[config.mk]
export PLATFORM = sky130hd
export DESIGN_NAME = bit_branch_unit
export DESIGN_NICKNAME = d
export VERILOG_FILES = /design/src/rtl/bbr_pkg.sv /design/src/rtl/bbr_cost.sv /design/src/rtl/bbr_eval.sv /design/src/rtl/bbr_target.sv /design/src/rtl/bbr_seq.sv /design/src/rtl/bit_branch_unit.sv
export SDC_FILE = /design/constraint.sdc
export NUM_CORES = 1
export LEC_CHECK = 0
export ABC_AREA = 1
export BUFFER_PORTS_ARGS = -buffer_cell sky130_fd_sc_hd__buf_2
export CAP_MARGIN = 40
export CORE_AREA = 5 5 110 112
export DETAILED_ROUTE_END_ITERATION = 12
export DIE_AREA = 0 0 115 117
export GPL_ROUTABILITY_DRIVEN = 0
export MAX_ROUTING_LAYER = met4
export PLACE_DENSITY = 0.75
export SLEW_MARGIN = 10
export SYNTH_ARGS = -nofsm -noshare
export SYNTH_HDL_FRONTEND = slang
export SYNTH_SLANG_ARGS = --single-unit
[constraint.sdc]
create_clock -name clk -period 2.6 [get_ports clk]
set_input_delay 0.13 -clock clk [delete_from_list [all_inputs] [get_ports clk]]
set_output_delay 0.13 -clock clk [all_outputs]
set_load 0.01 [all_outputs]
[src/rtl/bbr_pkg.sv]
package bbr_pkg;

    localparam int DATA_W = 8;
    localparam int BIT_W  = $clog2(DATA_W);
    localparam int LEN_W  = 3;
    localparam int CYC_W  = 5;

    typedef enum logic [1:0] {
        OP_BSET = 2'd0,
        OP_BCLR = 2'd1,
        OP_BTCL = 2'd2,
        OP_LOOP = 2'd3
    } bop_e;

    typedef enum logic [2:0] {
        CL_RAM  = 3'd0,
        CL_SFR  = 3'd1,
        CL_ACC  = 3'd2,
        CL_PSW  = 3'd3,
        CL_HL   = 3'd4,
        CL_REGB = 3'd5,
        CL_REGC = 3'd6,
        CL_NONE = 3'd7
    } bcls_e;

    typedef struct packed {
        bop_e              op;
        bcls_e             cls;
        logic              far;
        logic [BIT_W-1:0]  bsel;
        logic [DATA_W-1:0] disp;
    } instr_t;

    function automatic logic legal_pair(bop_e op, bcls_e cls);
        if (op == OP_LOOP)
            return (cls == CL_RAM) || (cls == CL_REGB) || (cls == CL_REGC);
        return (cls == CL_RAM) || (cls == CL_SFR) || (cls == CL_ACC) ||
               (cls == CL_PSW) || (cls == CL_HL);
    endfunction

    function automatic logic [LEN_W-1:0] instr_len(bop_e op, bcls_e cls);
        case (cls)
            CL_REGB, CL_REGC: return LEN_W'(2);
            CL_ACC, CL_HL:    return LEN_W'(3);
            CL_SFR:           return LEN_W'(4);
            CL_RAM:           return (op == OP_BSET || op == OP_LOOP) ? LEN_W'(3) : LEN_W'(4);
            CL_PSW:           return (op == OP_BSET) ? LEN_W'(3) : LEN_W'(4);
            default:          return LEN_W'(1);
        endcase
    endfunction

    function automatic logic [CYC_W-1:0] base_cycles(bop_e op, bcls_e cls, logic far);
        case (cls)
            CL_ACC:           return CYC_W'(8);
            CL_REGB, CL_REGC: return CYC_W'(6);
            CL_RAM:           return (op == OP_BSET || op == OP_LOOP) ? CYC_W'(8) : CYC_W'(10);
            CL_SFR:           return (op == OP_BTCL) ? CYC_W'(12) : CYC_W'(11);
            CL_PSW: begin
                if (op == OP_BSET) return CYC_W'(9);
                return (op == OP_BTCL) ? CYC_W'(12) : CYC_W'(11);
            end
            CL_HL: begin
                if (!far) return CYC_W'(10);
                return (op == OP_BTCL) ? CYC_W'(12) : CYC_W'(11);
            end
            default:          return CYC_W'(6);
        endcase
    endfunction

endpackage

[src/rtl/bbr_cost.sv]
module bbr_cost
    import bbr_pkg::*;
(
    input  bop_e             op,
    input  bcls_e            cls,
    input  logic             far,
    output logic [LEN_W-1:0] len,
    output logic [CYC_W-1:0] cycles
);
    always_comb begin
        len    = instr_len(op, cls);
        cycles = base_cycles(op, cls, far);
    end
endmodule

[src/rtl/bbr_eval.sv]
module bbr_eval
    import bbr_pkg::*;
(
    input  bop_e              op,
    input  logic [BIT_W-1:0]  bsel,
    input  logic [DATA_W-1:0] rdata,
    output logic              take,
    output logic              wr_need,
    output logic [DATA_W-1:0] wdata
);
    logic [DATA_W-1:0] keep_mask;
    logic [DATA_W-1:0] dec_val;
    logic              sel_bit;

    for (genvar g = 0; g < DATA_W; g++) begin : g_mask
        assign keep_mask[g] = (bsel != BIT_W'(g));
    end

    assign sel_bit = rdata[bsel];
    assign dec_val = rdata - DATA_W'(1);

    always_comb begin
        take    = 1'b0;
        wr_need = 1'b0;
        wdata   = rdata;
        case (op)
            OP_BSET: take = sel_bit;
            OP_BCLR: take = !sel_bit;
            OP_BTCL: begin
                take    = sel_bit;
                wr_need = sel_bit;
                wdata   = rdata & keep_mask;
            end
            OP_LOOP: begin
                wr_need = 1'b1;
                wdata   = dec_val;
                take    = (dec_val != '0);
            end
            default: ;
        endcase
    end
endmodule

[src/rtl/bbr_target.sv]
module bbr_target
    import bbr_pkg::*;
#(
    parameter int PC_W = 16
) (
    input  logic [PC_W-1:0]   pc,
    input  logic [LEN_W-1:0]  len,
    input  logic [DATA_W-1:0] disp,
    input  logic              take,
    output logic [PC_W-1:0]   nxt
);
    logic [PC_W-1:0] fall_through;
    logic [PC_W-1:0] disp_ext;

    assign fall_through = pc + PC_W'(len);
    assign disp_ext     = {{(PC_W-DATA_W){disp[DATA_W-1]}}, disp};
    assign nxt          = take ? fall_through + disp_ext : fall_through;
endmodule

[src/rtl/bbr_seq.sv]
module bbr_seq
    import bbr_pkg::*;
(
    input  logic             clk,
    input  logic             rst,
    input  logic             start,
    input  logic             ready,
    input  logic [CYC_W-1:0] total,
    input  logic             wr_need,
    output logic             rd,
    output logic             wr,
    output logic             cap,
    output logic             busy,
    output logic             done
);
    typedef enum logic [1:0] {S_IDLE, S_READ, S_WRITE, S_WAIT} st_e;

    st_e              state;
    logic [CYC_W-1:0] cnt;
    logic [CYC_W-1:0] cnt_nx;

    assign cnt_nx = cnt + CYC_W'(1);
    assign rd     = (state == S_READ);
    assign wr     = (state == S_WRITE);
    assign cap    = rd && ready;
    assign busy   = (state != S_IDLE);

    always_ff @(posedge clk) begin
        if (rst) begin
            state <= S_IDLE;
            cnt   <= '0;
            done  <= 1'b0;
        end else begin
            done <= 1'b0;
            case (state)
                S_IDLE: if (start) begin
                    state <= S_READ;
                    cnt   <= '0;
                end
                S_READ: if (ready) begin
                    cnt   <= cnt_nx;
                    state <= wr_need ? S_WRITE : S_WAIT;
                end
                S_WRITE: if (ready) begin
                    cnt   <= cnt_nx;
                    state <= S_WAIT;
                end
                S_WAIT: begin
                    cnt <= cnt_nx;
                    if (cnt_nx == total) begin
                        done  <= 1'b1;
                        state <= S_IDLE;
                    end
                end
                default: state <= S_IDLE;
            endcase
        end
    end

    // completion strobe lasts one cycle
    assert_done_pulse_R9: assert property (@(posedge clk) disable iff (rst)
        done |=> !done);

    // a stalled read stays requested
    assert_hold_read_R8: assert property (@(posedge clk) disable iff (rst)
        (rd && !ready) |=> rd);

    // a stalled write stays requested
    assert_hold_write_R8: assert property (@(posedge clk) disable iff (rst)
        (wr && !ready) |=> wr);

    // a write only ever follows a completed read
    assert_wr_after_rd_R3: assert property (@(posedge clk) disable iff (rst)
        $rose(wr) |-> $past(rd));

    // the cycle counter never passes the budget
    assert_cnt_bound_R6: assert property (@(posedge clk) disable iff (rst)
        busy |-> (cnt < total));
endmodule

[src/rtl/bit_branch_unit.sv]
module bit_branch_unit
    import bbr_pkg::*;
#(
    parameter int PC_W   = 16,
    parameter int ADDR_W = 16
) (
    input  logic              clk,
    input  logic              rst,
    input  logic              start,
    input  logic [1:0]        op_i,
    input  logic [2:0]        cls_i,
    input  logic              far_i,
    input  logic [2:0]        bit_i,
    input  logic [7:0]        disp_i,
    input  logic [PC_W-1:0]   pc_i,
    input  logic [ADDR_W-1:0] addr_i,
    output logic              mem_rd,
    output logic              mem_wr,
    output logic [2:0]        mem_cls,
    output logic [ADDR_W-1:0] mem_addr,
    output logic [7:0]        mem_wdata,
    input  logic [7:0]        mem_rdata,
    input  logic              mem_ready,
    output logic              busy,
    output logic              done,
    output logic              taken,
    output logic [PC_W-1:0]   pc_next
);
    instr_t            ins_in;
    instr_t            ins_q;
    logic [PC_W-1:0]   pc_q;
    logic [ADDR_W-1:0] addr_q;
    logic [LEN_W-1:0]  len_in;
    logic [LEN_W-1:0]  len_q;
    logic [CYC_W-1:0]  cyc_in;
    logic [CYC_W-1:0]  total_q;
    logic              take_c;
    logic              wr_need_c;
    logic [DATA_W-1:0] wdata_c;
    logic [DATA_W-1:0] wdata_q;
    logic [PC_W-1:0]   nxt_c;
    logic              cap;
    logic              accept;

    assign ins_in.op   = bop_e'(op_i);
    assign ins_in.cls  = bcls_e'(cls_i);
    assign ins_in.far  = far_i;
    assign ins_in.bsel = bit_i;
    assign ins_in.disp = disp_i;
    assign accept      = start && !busy;

    bbr_cost u_cost (
        .op     (ins_in.op),
        .cls    (ins_in.cls),
        .far    (ins_in.far),
        .len    (len_in),
        .cycles (cyc_in)
    );

    always_ff @(posedge clk) begin
        if (rst) begin
            ins_q   <= '0;
            pc_q    <= '0;
            addr_q  <= '0;
            len_q   <= '0;
            total_q <= CYC_W'(6);
        end else if (accept) begin
            ins_q   <= ins_in;
            pc_q    <= pc_i;
            addr_q  <= addr_i;
            len_q   <= len_in;
            total_q <= cyc_in;
        end
    end

    bbr_eval u_eval (
        .op      (ins_q.op),
        .bsel    (ins_q.bsel),
        .rdata   (mem_rdata),
        .take    (take_c),
        .wr_need (wr_need_c),
        .wdata   (wdata_c)
    );

    bbr_target #(.PC_W(PC_W)) u_target (
        .pc   (pc_q),
        .len  (len_q),
        .disp (ins_q.disp),
        .take (take_c),
        .nxt  (nxt_c)
    );

    bbr_seq u_seq (
        .clk     (clk),
        .rst     (rst),
        .start   (start),
        .ready   (mem_ready),
        .total   (total_q),
        .wr_need (wr_need_c),
        .rd      (mem_rd),
        .wr      (mem_wr),
        .cap     (cap),
        .busy    (busy),
        .done    (done)
    );

    always_ff @(posedge clk) begin
        if (rst) begin
            taken   <= 1'b0;
            pc_next <= '0;
            wdata_q <= '0;
        end else if (cap) begin
            taken   <= take_c;
            pc_next <= nxt_c;
            wdata_q <= wdata_c;
        end
    end

    assign mem_cls   = ins_q.cls;
    assign mem_addr  = addr_q;
    assign mem_wdata = wdata_q;

    // only legal operation/class pairings are offered
    assert_legal_pair_R5: assert property (@(posedge clk) disable iff (rst)
        accept |-> legal_pair(ins_in.op, ins_in.cls));

    // the pure test forms never write
    assert_no_write_R10: assert property (@(posedge clk) disable iff (rst)
        mem_wr |-> (ins_q.op == OP_BTCL || ins_q.op == OP_LOOP));

    // test-and-clear writes only after a taken test, with its bit cleared
    assert_clear_bit_R3: assert property (@(posedge clk) disable iff (rst)
        (mem_wr && ins_q.op == OP_BTCL) |-> (taken && !mem_wdata[ins_q.bsel]));

    // a stalled access keeps its class and address
    assert_stable_addr_R8: assert property (@(posedge clk) disable iff (rst)
        ((mem_rd || mem_wr) && !mem_ready) |=> ($stable(mem_addr) && $stable(mem_cls)));

    // an untaken branch falls through to the end of the instruction
    assert_fall_through_R1: assert property (@(posedge clk) disable iff (rst)
        (done && !taken) |-> (pc_next == pc_q + PC_W'(len_q)));

    // the unit is idle while done is shown
    assert_idle_at_done_R9: assert property (@(posedge clk) disable iff (rst)
        done |-> !busy);
endmodule

Word-level counts from Yosys, hierarchy flattened
Index checks and enable logic that the tools add are counted.
{"block": "totals", "reg_bits": 89, "inputBits": 61, "out_inout_bits": 48, "word_cells": 97}
{"block": "classes", "n_reduce_logical": 19, "eq_ne": 27, "addsub": 4, "muxes": 30, "order_cmp": 1, "bitwise": 2}
{"operator": "2-to-1 mux 5 bit", "count": 6}
{"operator": "case mux 5 bit (5 select lines)", "count": 1}
{"operator": "adder 16 bit", "count": 1}
{"operator": "adder 16 x 3 -> 16 bit", "count": 1}
{"operator": "2-to-1 mux 16 bit", "count": 1}
{"operator": "case mux 8 bit (2 select lines)", "count": 1}
{"operator": "case mux 3 bit (5 select lines)", "count": 1}
{"operator": "case mux 5 bit (3 select lines)", "count": 1}
{"operator": "equality test 2 bit (second input constant)", "count": 6}
{"operator": "inequality test 3 bit (second input constant)", "count": 4}
{"operator": "2-to-1 mux 2 bit", "count": 5}
{"operator": "OR reduction 2 bit", "count": 5}
{"operator": "equality test 3 bit (second input constant)", "count": 3}
{"operator": "2-to-1 mux 3 bit", "count": 3}
{"operator": "bitwise AND 8 bit", "count": 1}
{"operator": "case mux 2 bit (4 select lines)", "count": 1}
{"operator": "nonzero test 8 bit", "count": 1}
{"operator": "subtractor 8 x 1 -> 8 bit (second input constant)", "count": 1}
{"operator": "2-to-1 mux 1 bit", "count": 7}
{"operator": "equality test 3 x 2 -> 1 bit (second input constant)", "count": 2}
{"operator": "logical NOT 2 bit", "count": 3}
{"operator": "inequality test 2 x 1 -> 1 bit (second input constant)", "count": 3}
{"operator": "inequality test 3 x 2 -> 1 bit (second input constant)", "count": 2}
{"operator": "adder 5 x 1 -> 5 bit (second input constant)", "count": 1}
{"operator": "other kinds (18)", "count": 22}

Logic depth before layout (Yosys ltp)
{"block": "depth", "depth_word": 6, "ltp_mapped": 25, "depth_no_buf": 25}

By module
Synthesis repeated with hierarchy kept, for this count alone.
{"block": "hier_totals", "cells_unflattened": 941, "area_unflattened_um2": 5909.4}
{"mod": "bit_branch_unit", "instances": 1, "area_each_um2": 3229.3, "cells_each": 470}
{"mod": "bbr_target", "instances": 1, "area_each_um2": 1395.1, "cells_each": 241}
{"mod": "bbr_seq", "instances": 1, "area_each_um2": 588.1, "cells_each": 88}
{"mod": "bbr_eval", "instances": 1, "area_each_um2": 501.7, "cells_each": 106}
{"mod": "bbr_cost", "instances": 1, "area_each_um2": 195.2, "cells_each": 36}

Least setup slack after synthesis
OpenSTA, ideal clock, no wires.
{"block": "synth_path", "path_kind": "register to register", "from": "register pc_q[0]", "to": "register pc_next[15]", "arrival_ns": 2.574, "period_less_slack_ns": 2.683, "setup_time_ns": 0.109, "required_time_ns": 2.491, "path_slack_ns": -0.083, "path_stages_with_launch": 24, "path_cell_list": "dfxtp_1 > ha_1 > fa_1 > nand2_1 > a21oi_2 > nand3_2 > nor2_2 > nand2_1 > xnor2_2 > ha_1 > nand2_1 > nand2_1 > nand2_1 > nand2_1 > nand2_1 > nand2_1 > a21oi_1 > inv_1 > nand2_1 > nand2_1 > nand2_1 > nand3_1 > nand2_1 > inv_1"}
{"block": "synth_between", "elab_chain_len": 3}
{"element": "start: declaration", "line_no": "bit_branch_unit.sv:31", "source": "logic [PC_W-1:0] pc_q;"}
{"element": "start signal: assignment", "line_no": "bit_branch_unit.sv:69", "source": "pc_q <= pc_i;"}
{"element": "adder 16 x 3 -> 16 bit (*)", "line_no": "bbr_target.sv:15", "source": "assign fall_through = pc + PC_W'(len);"}
{"element": "adder 16 bit", "line_no": "bbr_target.sv:17", "source": "assign nxt = take ? fall_through + disp_ext : fall_through;"}
{"element": "2-to-1 mux 16 bit (*)", "line_no": "bbr_target.sv:17"}
{"element": "end signal: assignment", "line_no": "bit_branch_unit.sv:114", "source": "pc_next <= nxt_c;"}
{"element": "end: declaration", "line_no": "bit_branch_unit.sv:27", "source": "output logic [PC_W-1:0] pc_next"}
Mark *: on every way between the ends. The rest lies on a longest branch, timed or not.
A chain may end at the register's enable or synchronous reset.

Worst setup path in the final report
Ends and elaborated chain as after synthesis.

==> metrics.md <==
| Metric | Value |
|---|---|
| Status | `complete, but fails checks` |
| Violated checks | `setup timing` |
| Clock Tree Root | `clkbuf_16` |
| Placed cell areas | `6450 µm²` |
| Most common cell after layout, fill and taps aside | `nor2_1` |
| CP Capture Type | `register` |
| F_max | `0.346 GHz` |
| Worst slew pin tran | `0.640 ns` |
| Syn_nets | `879` |
| Critical path startpoint category | `register` |
| First-pass GRT wire length | `~25000 µm` |
| Slowest Stage Delay on Critical Path | `approximately 0.35 ns` |
| FF-to-FF Start | `pc_q[0]$_SDFFE_PP0P_` |
| Dpl cells | `1070` |
| Syn. warnings | `0` |
| Main synth FF type | `dfxtp_1` |
| Vias in the first global route | `5334` |
| #FFs+latches synth | `between 80 and 90` |
| Synthesized area | `5360 µm²` |
| Slew Limit Fails | `0` |
| DR pass1 iterations | `5` |
| P&R area growth vs syn | `35.5%` |
| Post-route ant nets | `0` |
| Yosys cell types | `43` |
| Routed WL per cell | `14.5 µm` |
| Sequential area share after synthesis | `around a third` |
| Worst reg2reg path endpoint | `pc_next[15]$_SDFFE_PP0P_` |
| Initial core utilization | `48.2%` |
| P_sw | `2.69 mW` |
| Worst setup endpoint | `pc_next[15]$_SDFFE_PP0P_` |
| Non-Filler Instances | `1098` |
| Data arrival, critical path | `between 3 and 4 ns` |
| Worst Hold Class | `primary input to register` |
| Die Wd | `approximately 120 µm` |
| Nets | `1043` |
| Num CTS Buffers | `9` |
| Max IR drop VDD | `around 0.00056 V` |
| Levels on crit path | `18` |
| Power per cell area | `around 910 nW/µm²` |
| Final min period | `2.89 ns` |
| Lkg Pwr | `3.53 nW` |
| GRT overflow | `0` |
| Drt drc | `0` |
| RSZ-0062 raised after global routing | `yes` |
| Crit path max-delay family | `simple AND/OR/NAND/NOR gates` |
| Critical-path top delay cell | `fa_2` |
| Site Rows | `39` |
| DP HPWL | `around 11000 µm` |
| Drt first-iter violations | `approximately 430` |
| Sequence of cells on the critical path | `ha_4 -> fa_2 -> nand2_2 -> a21oi_2 -> buf_4 -> nand4_1 -> xor2_1 -> inv_1 -> ha_4 -> nand2_1 -> nor3_1 -> a21oi_2 -> nand3_1 -> nand2_1 -> nand2_1 -> nand3_1 -> nand2_1 -> inv_1` |
| Worst Setup SP | `pc_q[0]$_SDFFE_PP0P_` |
| Comb power frac | `around 50%` |
| Crit-path max FO | `3` |
| Syn Area/Cell | `6.82 µm²` |
| Internal Pwr Total | `a little under 4 mW` |
| Die area | `approximately 13000 µm²` |
| Core area | `11100 µm²` |
| Final setup fails | `9` |
| Hold slack | `roughly 0.029 ns` |
| Fillers | `996` |
| Period utilisation layout | `111%` |
| CTS tree | `built` |
| Clock Latency Late Sink | `0.35 ns` |
| Clk pin slew, worst setup/hold paths | `0.06 ns` |
| Routed WL | `about 16000 µm` |
| Die Ht | `117 µm` |
| Max-slew headroom | `57.3%` |
| Setup WS post-layout | `-0.289 ns` |
| CTS Sinks | `88` |
| Reg2Reg Depth | `18` |
| Ys async rst share | `0%` |
| GRT Util Overall | `24.0%` |
| Commonest cells after routing, fill and taps aside | `131 x nor2_1, 130 x nand2_1, 108 x buf_2` |
| Antenna cells | `0` |
| Setup CP Type | `register to register` |
| Vias per inst | `roughly 5.2` |
| H-Tree Depth | `3` |
| Final non-filler cell area | `7270 µm²` |
| Worst Path Buf+Inv | `3` |
| Total I/O pin count | `109` |
| Final hold vios | `0` |
| Layout cell share with drive strength beyond 1 | `33.3%` |
| Largest net degree at the start of global routing | `44` |
| Count of input and output buffers | `108` |
| Vias | `5660` |
| Sequential fraction of design power | `between 20% and 30%` |
| Max-Cap Viols | `0` |
| Worst Skew | `0.00603 ns` |
| Post-synth EDFFs | `0` |
| Cts hold-fix bufs | `0` |
| Clock Power Share | `21.2%` |
| Synth Instances | `786` |
| Initial antenna violation count | `0` |
| Net Sw Frac | `40.8%` |
| Cell repeated most along the worst path | `nand2_1` |
| Longest Clk Path Bufs | `2` |
| Worst R2R Setup Slack | `-0.29 ns` |
| Crit path required time | `2.85 ns` |
==> cell usage after synthesis (2+ instances only) <==
| master | n | area [µm²] |
|---|---|---|
| inv_1 | 77 | 289 |
| o21ai_0 | 69 | 345 |
| fa_1 | 2 | 40.0 |
| nand4_1 | 8 | 50.1 |
| xor2_1 | 18 | 158 |
| dfxtp_1 | 88 | 1760 |
| nand3_2 | 9 | 90.1 |
| a31oi_1 | 2 | 12.5 |
| o211ai_1 | 2 | 15.0 |
| nor3_1 | 3 | 15.0 |
| o32ai_1 | 3 | 26.3 |
| o21bai_1 | 2 | 15.0 |
| clkinv_1 | 2 | 7.51 |
| nand2_2 | 10 | 62.6 |
| xnor2_1 | 14 | 123 |
| nor2_1 | 138 | 518 |
| nand3_1 | 39 | 195 |
| inv_2 | 2 | 7.51 |
| a211oi_1 | 2 | 15.0 |
| ha_1 | 30 | 375 |
| clkbuf_1 | 22 | 82.6 |
| buf_4 | 3 | 22.5 |
| a21oi_2 | 8 | 70.1 |
| xnor2_2 | 2 | 32.5 |
| or2_2 | 2 | 12.5 |
| a21oi_1 | 54 | 270 |
| nand2_1 | 159 | 597 |
==> worst reg2reg max path, cell delays in order (launching register included) <==
cell     delay [ns]
dfxtp_2        0.33
ha_4           0.16
fa_2           0.35
nand2_2        0.09
a21oi_2        0.07
buf_4          0.14
nand4_1        0.09
xor2_1         0.24
inv_1          0.12
ha_4           0.29
nand2_1        0.12
nor3_1         0.30
a21oi_2        0.11
nand3_1        0.10
nand2_1        0.06
nand2_1        0.05
nand3_1        0.06
nand2_1        0.08
inv_1          0.03
==> what timing repair did <==
action	CTS	global route
endpoints found under the setup margin	11	12
resized for setup	46	47
pin swaps	17	34
buffers inserted	8	4
gates cloned	0	0
==> routing by layer <==
metal	wire length, µm	track usage (%)	vias up
met4	391	10.9	0
met1	6980	30.7	2556
met5	0	-	-
li1	-	-	2865
met2	7610	37.9	206
met3	911	3.24	33
==> state kept, by name, summed over array words and instances, names as in the netlist <==
register / cells
ins_q: 13
len_q: 3
mem_addr: 16
mem_cls: 3
mem_wdata: 8
pc_next: 16
pc_q: 16
taken: 1
total_q: 4
u_seq.cnt: 5
u_seq.done: 1
u_seq.state: 2
==> per-stage QoR <==
stage / utilization [%] / power [mW] / setup slack, ns / setup TNS (ns)
floorplan: - / 3.77 / -0.0328 / -0.0328
global placement: 58.0 / 4.67 / -0.136 / -0.907
detailed placement: 58.0 / 4.72 / -0.198 / -1.47
CTS: 63.2 / 6.35 / -0.132 / -0.389
global route: 65.3 / 7.07 / -0.524 / -3.31
finish: 65.3 / 6.60 / -0.289 / -1.44
==> how the worst min path moves through the flow <==
| stage | from | end | cells after the start |
|---|---|---|---|
| 3_3_place_gp | addr_i[8] | mem_addr[8]$_SDFFE_PP0P_ | 3 |
| 3_5_place_dp | pc_i[8] | pc_q[8]$_SDFFE_PP0P_ | 3 |
| 5_1_grt | addr_i[6] | mem_addr[6]$_SDFFE_PP0P_ | 3 |
| 6_report | pc_i[8] | pc_q[8]$_SDFFE_PP0P_ | 3 |
| 2_1_floorplan | mem_rdata[1] | mem_wdata[1]$_SDFFE_PP0P_ | 2 |
| 4_1_cts | pc_i[8] | pc_q[8]$_SDFFE_PP0P_ | 3 |
==> layout make-up <==
type | instances | area (µm²) | area share [%]
timing repair buffer | 181 | 1120 | 15.4
clock inverter | 5 | 78.8 | 1.08
tap | 143 | 179 | 2.46
sequential | 88 | 1770 | 24.3
multi-input combinational | 587 | 3560 | 49.0
inverter | 83 | 319 | 4.39
clock buffer | 11 | 243 | 3.34
==> cells by family (layout without fill, tap and decap cells) <==
logic type                 after synthesis  count (layout)  share of synthesized area, %
AOI/OAI and AO/OA                      147             147                          15.0
xor gates and xnor gates                34              34                          5.83
adders and majority gates               32              32                          7.75
buffers and inverters                  111             280                          8.75
DFF                                     88              88                          32.9
and+or+nand+nor                        374             374                          29.8
==> power by group through the flow <==
stage,clock network (mW),logic [mW],registers [mW]
after global placement,0,2.78,1.89
after global routing,1.49,3.64,1.93
after detailed placement,0,2.82,1.89
final,1.40,3.31,1.89
after floorplan,0,1.84,1.93
after CTS,1.44,3.03,1.88
Power figures use the tool's default switching activity.
